[src/rtl/bss_pkg.sv]
package bss_pkg;
    typedef logic [1:0] sel_t;
    localparam sel_t SEL_FIRST = 2'd0;
    localparam int   NUM_SRC   = 4;
endpackage

[src/rtl/bss_sync.sv]
module bss_sync #(
    parameter int W      = 2,
    parameter int STAGES = 2
) (
    input  logic         clk_i,
    input  logic         rst_ni,
    input  logic [W-1:0] async_i,
    output logic [W-1:0] sync_o
);
    logic [W-1:0] stg_d [STAGES];
    logic [W-1:0] stg_q [STAGES];

    always_comb begin
        stg_d[0] = async_i;
        for (int s = 1; s < STAGES; s++) begin
            stg_d[s] = stg_q[s-1];
        end
    end

    generate
        for (genvar g = 0; g < STAGES; g++) begin : g_stage
            always_ff @(posedge clk_i or negedge rst_ni) begin
                if (!rst_ni) stg_q[g] <= '0;
                else         stg_q[g] <= stg_d[g];
            end
        end
    endgenerate

    assign sync_o = stg_q[STAGES-1];
endmodule

[src/rtl/bss_debounce.sv]
module bss_debounce #(
    parameter int CYC = 16
) (
    input  logic clk_i,
    input  logic rst_ni,
    input  logic lvl_i,
    output logic stable_o
);
    localparam int CW = $clog2(CYC + 1);
    localparam logic [CW-1:0] LAST = CW'(CYC - 1);

    typedef struct packed {
        logic          stab;
        logic [CW-1:0] cnt;
    } deb_st_t;

    deb_st_t st_d, st_q;

    always_comb begin
        st_d = st_q;
        if (lvl_i != st_q.stab) begin
            if (st_q.cnt == LAST) begin
                st_d.stab = lvl_i;
                st_d.cnt  = '0;
            end else begin
                st_d.cnt = st_q.cnt + 1'b1;
            end
        end else begin
            st_d.cnt = '0;
        end
    end

    always_ff @(posedge clk_i or negedge rst_ni) begin
        if (!rst_ni) st_q <= '0;
        else         st_q <= st_d;
    end

    assign stable_o = st_q.stab;
endmodule

[src/rtl/bss_edge.sv]
module bss_edge (
    input  logic clk_i,
    input  logic rst_ni,
    input  logic lvl_i,
    output logic pulse_o
);
    logic prev_d, prev_q;

    always_comb prev_d = lvl_i;

    always_ff @(posedge clk_i or negedge rst_ni) begin
        if (!rst_ni) prev_q <= 1'b0;
        else         prev_q <= prev_d;
    end

    assign pulse_o = lvl_i & ~prev_q;
endmodule

[src/rtl/btn_step_selector.sv]
module btn_step_selector
    import bss_pkg::*;
#(
    parameter int SAMP_W     = 20,
    parameter int DEB_CYCLES = 16,
    parameter int SYNC_STG   = 2
) (
    input  logic                     clk_i,
    input  logic                     rst_ni,
    input  logic                     step_btn_i,
    input  logic                     clear_btn_i,
    input  logic                     filt_en_i,
    input  logic signed [SAMP_W-1:0] samp0_i,
    input  logic signed [SAMP_W-1:0] samp1_i,
    input  logic signed [SAMP_W-1:0] samp2_i,
    input  logic signed [SAMP_W-1:0] samp3_i,
    output logic [1:0]               sel_o,
    output logic [1:0]               ind_n_o,
    output logic signed [SAMP_W-1:0] samp_o
);
    typedef struct packed {
        sel_t                     sel;
        logic signed [SAMP_W-1:0] samp;
    } sel_st_t;

    logic [1:0] btn_sync;
    logic       step_sync, clear_sync;
    logic       step_filt, step_lvl, step_pulse;
    logic signed [SAMP_W-1:0] src [NUM_SRC];
    sel_st_t    st_d, st_q;

    bss_sync #(.W(2), .STAGES(SYNC_STG)) u_sync (
        .clk_i   (clk_i),
        .rst_ni  (rst_ni),
        .async_i ({clear_btn_i, step_btn_i}),
        .sync_o  (btn_sync)
    );

    assign step_sync  = btn_sync[0];
    assign clear_sync = btn_sync[1];

    bss_debounce #(.CYC(DEB_CYCLES)) u_deb (
        .clk_i    (clk_i),
        .rst_ni   (rst_ni),
        .lvl_i    (step_sync),
        .stable_o (step_filt)
    );

    assign step_lvl = filt_en_i ? step_filt : step_sync;

    bss_edge u_edge (
        .clk_i   (clk_i),
        .rst_ni  (rst_ni),
        .lvl_i   (step_lvl),
        .pulse_o (step_pulse)
    );

    assign src[0] = samp0_i;
    assign src[1] = samp1_i;
    assign src[2] = samp2_i;
    assign src[3] = samp3_i;

    always_comb begin
        st_d      = st_q;
        st_d.samp = src[st_q.sel];
        if (clear_sync)      st_d.sel = SEL_FIRST;
        else if (step_pulse) st_d.sel = st_q.sel + 2'd1;
    end

    always_ff @(posedge clk_i or negedge rst_ni) begin
        if (!rst_ni) st_q <= '0;
        else         st_q <= st_d;
    end

    assign sel_o   = st_q.sel;
    assign ind_n_o = ~st_q.sel;
    assign samp_o  = st_q.samp;
endmodule

[config.mk]
export PLATFORM = sky130hd
export DESIGN_NAME = btn_step_selector
export DESIGN_NICKNAME = d
export VERILOG_FILES = /design/src/rtl/bss_pkg.sv /design/src/rtl/bss_sync.sv /design/src/rtl/bss_debounce.sv /design/src/rtl/bss_edge.sv /design/src/rtl/btn_step_selector.sv
export SDC_FILE = /design/constraint.sdc
export NUM_CORES = 1
export LEC_CHECK = 0
export ABC_CLOCK_PERIOD_IN_PS = 1700
export BUFFER_PORTS_ARGS = -buffer_cell sky130_fd_sc_hd__buf_4
export CAP_MARGIN = 20
export CORE_MARGIN = 10
export CORE_UTILIZATION = 36
export DETAILED_ROUTE_END_ITERATION = 10
export PLACE_DENSITY = 0.75
export SETUP_SLACK_MARGIN = 0.1
export SLEW_MARGIN = 40
export SYNTH_ARGS = -nofsm -noshare
export SYNTH_HDL_FRONTEND = slang
export SYNTH_SLANG_ARGS = --single-unit
[constraint.sdc]
create_clock -name clk_i -period 1.7 [get_ports clk_i]
set_input_delay 0.34 -clock clk_i [delete_from_list [all_inputs] [get_ports clk_i]]
set_output_delay 0.34 -clock clk_i [all_outputs]
set_load 0.05 [all_outputs]
After elaboration in Yosys (flattened, before gate mapping)
Cells that the tools add are included.
{ "word_totals": {"register_bits": 33, "inputBits": 85, "wordCells": 26} }
{ "op_classes": {"n_addsub": 2, "order_cmp": 1, "eq_ne": 2, "muxes": 8, "n_bitwise": 4, "reduce_logical": 2} }
{ "ops": {"columns": ["op", "n"], "rows": [
  ["binary-select mux 20 bit (select 2 bit)", 1],
  ["2-to-1 mux 20 bit", 2],
  ["2-to-1 mux 5 bit", 2],
  ["adder 5 x 1 -> 5 bit (second input constant)", 1],
  ["== test 5 x 4 -> 1 bit (second input constant)", 1],
  ["2-to-1 mux 2 bit", 2],
  [">= comparator 3 bit (second input constant)", 1],
  ["NOT 2 -> 3 bit", 1],
  ["adder 2 x 1 -> 2 bit (second input constant)", 1],
  ["NOT 2 bit", 1],
  ["AND reduction 2 bit", 1],
  ["nonzero test 2 bit", 1],
  ["bitwise AND 1 bit", 1],
  ["2-to-1 mux 1 bit", 1],
  ["!= test 1 bit", 1],
  ["NOT 1 bit", 1]
]} }

Logic depth before layout (Yosys ltp)
{ "depth": {"ltp_word": 4, "depth_mapped": 4, "depth_no_buf": 4} }

Cells and area by module
From an unflattened synthesis, not the netlist that was laid out.
{ "hier_totals": {"hier_cells": 82, "hier_area_um2": 1515.2} }
{ "modules_own_cells": {"columns": ["mod", "n_inst", "cells_each", "area_per_inst_um2", "seq_area_each_um2"], "rows": [
  ["btn_step_selector", 1, 55, 1122.3, 550.5],
  ["bss_debounce", 1, 21, 254.0, 150.1],
  ["bss_sync", 1, 4, 100.1, 100.1],
  ["bss_edge", 1, 2, 38.8, 25.0]
]} }

Worst setup path after synthesis
No wires, ideal clock.
{ "synth_path": {"path_kind": "reg-to-reg", "start": "register st_q, in the netlist sel_o[0]", "end": "register st_q, in the netlist samp_o[10]", "arrival_ps": 1483, "t_required_ps": 1561, "path_slack_ps": 78, "stages_incl_launch_ff": 4, "n_path_buf": 2, "period_less_slack_ps": 1622, "path_cell_list": "dfrtp_1 -> buf_6 -> buf_6 -> mux4_2"} }
{ "synth_rtl": {"columns": ["element", "line_no", "text"], "rows": [
  ["start, declared", "btn_step_selector.sv:30", "sel_st_t st_d, st_q;"],
  ["start signal, assigned", "btn_step_selector.sv:72", "else st_q <= st_d;"]
]} }

Worst setup path after layout
{ "layout_path": {"start": "register st_q, in the netlist sel_o[1]", "end": "output port ind_n_o[1]"} }
{ "layout_between": {"elab_chain_len": 1} }
{ "layout_rtl": {"columns": ["element", "line_no", "text"], "rows": [
  ["NOT 2 bit", "btn_step_selector.sv:76", "assign ind_n_o = ~st_q.sel;"],
  ["end, declared", "btn_step_selector.sv:18", "output logic [1:0] ind_n_o,"]
]} }
No other way between the ends.

==> qor.txt <==
pin count of the biggest net entering global routing - 34
WHS Path Cells - 1
Inserted Clock Buffers - 5
syn nets - 170
P_sw - 582 µW
Clock Tree Root - clkbuf_8
Avg Cell Area, Syn - 17.7 µm²
synthesis-stage register bit count - 33
first-pass GRT wire length - 8.06 mm
Port-buffer cells - 108
actual slew at the worst max-slew pin - 0.411 ns
Leak - 0.00119 µW
Synth Cell Area - 0.00149 mm²
combinational share of power - 26.9%
Synth Instances - 84
Core Box Area - 0.00400 mm²
Max Cap Viol - 0
initial antenna violation count - 0
CP Launch Type - register
yosys warns - 0
PD cells - 833 mW/mm²
vias in the first global route - 1,565
grt total ovfl - 0
total number of vias - 1,219
first-pass detailed-route iteration total - 4
Die H - 84.3 µm
Worst Path Required - 1.36 ns
wire per inst - 20.3 µm
FF-to-FF path depth - 3
CP Capture Type - primary output
minimum clock period - 1.44 ns
worst hold slack - 0.164 ns
Slew HR - 72.6%
clock skew - 0.00631 ns
Max Buffers Root-to-Sink - 2
top cells by count, synth - 33 x dfrtp_1, 19 x mux4_2, 4 x inv_1, 4 x nor2_1
top-area cell type share of the netlist area - 55.5%
Post-DP HPWL - 4.42 mm
fill cell count - 321
drt total wl - 5.10 mm
total power draw - 2060 µW
Achievable Freq - 0.697 GHz
vias per cell - 4.86
Die Wd - 84.3 µm
asr flop ratio synth - 100%
sequential share of power - 42.1%
P&R area growth vs syn - 66.1%
library cells used by synthesis - 19
Initial Util - 37.2%
Setup TNS - 0 ns
crit path DAT - 1.10 ns
Synth area leaders - dfrtp_1 55%, mux4_2 29%, mux4_1 1.8%, xor2_1 1.8%, buf_6 1.5%
H-tree levels - 2
Clock Latency Late Sink - 0.28 ns
CTS tree - built
Clock Power Share - 31.1%
# DRC - 0
Post-synth EDFFs - 0
maximum fanout along the worst path - 14
Internal - 1480 µW
clk sinks - 33
main flop type after synthesis - dfrtp_1
most common cell in the synthesized netlist - dfrtp_1
critical path class - register to primary output
Antenna Violating Nets Remaining - 0
GRT Total Usage - 14.3%
final hold vios - 0
initial DRC count - 61
worst vdd ir - 0.478 mV
# nets final - 286
Net Sw Frac - 28.3%
Seq/Total Area, Yosys - 55.5%
Hold WC Path Type - input pin to register
ant diodes - 0
clock edge transition at the registers on the reported setup and hold paths - 0.07 ns
Max Slew Vio Count - 0
final period utilization - 84.4%
RSZ-0062 raised after global routing - no
io pins - 109
share of cells above drive strength 1 - 71.1%
final setup vio count - 0
status - finished, final reports clean
Die ar. - 0.00711 mm²
Synth area leader - dfrtp_1
FP Rows - 23
RD Place Congestion - 0.858
[metrics by stage]
stage | setup slack [ns] | std cells | util (%) | cell area [µm²]
finish | 0.264 | 251 | 61.8 | 2470
CTS | 0.251 | 251 | 61.8 | 2470
detailed placement | 0.275 | 240 | 58.6 | 2350
global placement | 0.362 | 240 | 58.6 | 2350
floorplan | 0.174 | 84 | - | 1490
global route | 0.184 | 251 | 61.8 | 2470
[final timing paths]
path	startpoint	end	slack, ns
max	sel_o[1]	ind_n_o[1]	0.26
min	clear_btn_i	u_sync.stg_d[1]	0.16
max reg2reg	sel_o[0]	samp_o[10]	0.37
min reg2reg	u_sync.stg_d[0]	u_sync.sync_o[0]	0.36
max in group asynchronous	rst_ni	sel_o[0]	0.85
min in group asynchronous	rst_ni	u_sync.stg_d[1]	0.53
[routing by layer]
metal  share of wire, %  track usage (%)
met3                 13             9.86
met4                1.1             4.41
met1                 31             11.8
met2                 55             26.5
met5                  0                0
[layout make-up]
cell class,count,area [µm²],share of cell area [%]
multi-input cells,42,596,24.1
flip-flops and latches,33,828,33.5
inverters,4,15.0,0.607
repair buffers,114,871,35.2
clock buffers,7,96.3,3.89
well taps,50,62.6,2.53
clock inverters,1,5.00,0.202
[cells in the final DEF, fill, tap and decap left out]
master,Yosys,routed
a21oi_1,2,2
and2_1,1,1
and3_1,1,1
buf_12,1,1
buf_4,0,112
clkbuf_8,0,7
clkinv_2,0,1
dfrtp_1,33,31
dfrtp_2,0,2
dlygate4sd3_1,0,1
ha_1,1,1
inv_1,4,4
mux2_2,1,1
mux2i_1,1,1
mux4_1,1,1
mux4_2,19,19
nand2b_1,1,1
nand3_1,2,2
nor2_1,4,4
o21ai_0,3,3
or3_1,2,2
xor2_1,3,3
[worst max-delay path: stages, from the launching register on]
cell	delay (ns)
dfrtp_2	0.55
inv_1	0.07
buf_4	0.19
[flip-flops by register name, indices dropped and copies added, names as in the netlist]
signal	count
samp_o	20
u_deb.st_q	5
u_sync.stg_d	2
u_sync.sync_o	2
sel_o	2
u_deb.stable_o	1
u_edge.prev_q	1
[power groups by stage]
| stage | sequential (µW) | clock, µW | combinational (µW) |
|---|---|---|---|
| 6_report | 867 | 640 | 553 |
| 5_1_grt | 871 | 706 | 584 |
| 4_1_cts | 867 | 658 | 561 |
| 3_5_place_dp | 886 | 0 | 549 |
| 3_3_place_gp | 882 | 0 | 535 |
| 2_1_floorplan | 1040 | 0 | 128 |
[cell families (layout without fill, tap and decap cells)]
family / count (synthesis) / count (layout) / share of synthesized area [%]
buffers and inverters: 9 / 126 / 4.54
AND/OR/NAND/NOR: 11 / 11 / 3.78
flip-flops: 33 / 33 / 55.5
AO/OA/AOI/OAI: 5 / 5 / 1.68
adder cells (fa/ha/maj): 1 / 1 / 0.840
multiplexers: 22 / 22 / 31.9
XOR/XNOR: 3 / 3 / 1.77
[timing repair]
action	4_1_cts	5_1_grt
resized for setup	1	0
setup endpoints to repair	3	0
endpoints found under the hold margin	4	0
buffers inserted	2	0
hold buffers	1	0
No activity file was read; power rests on OpenSTA's default activity.
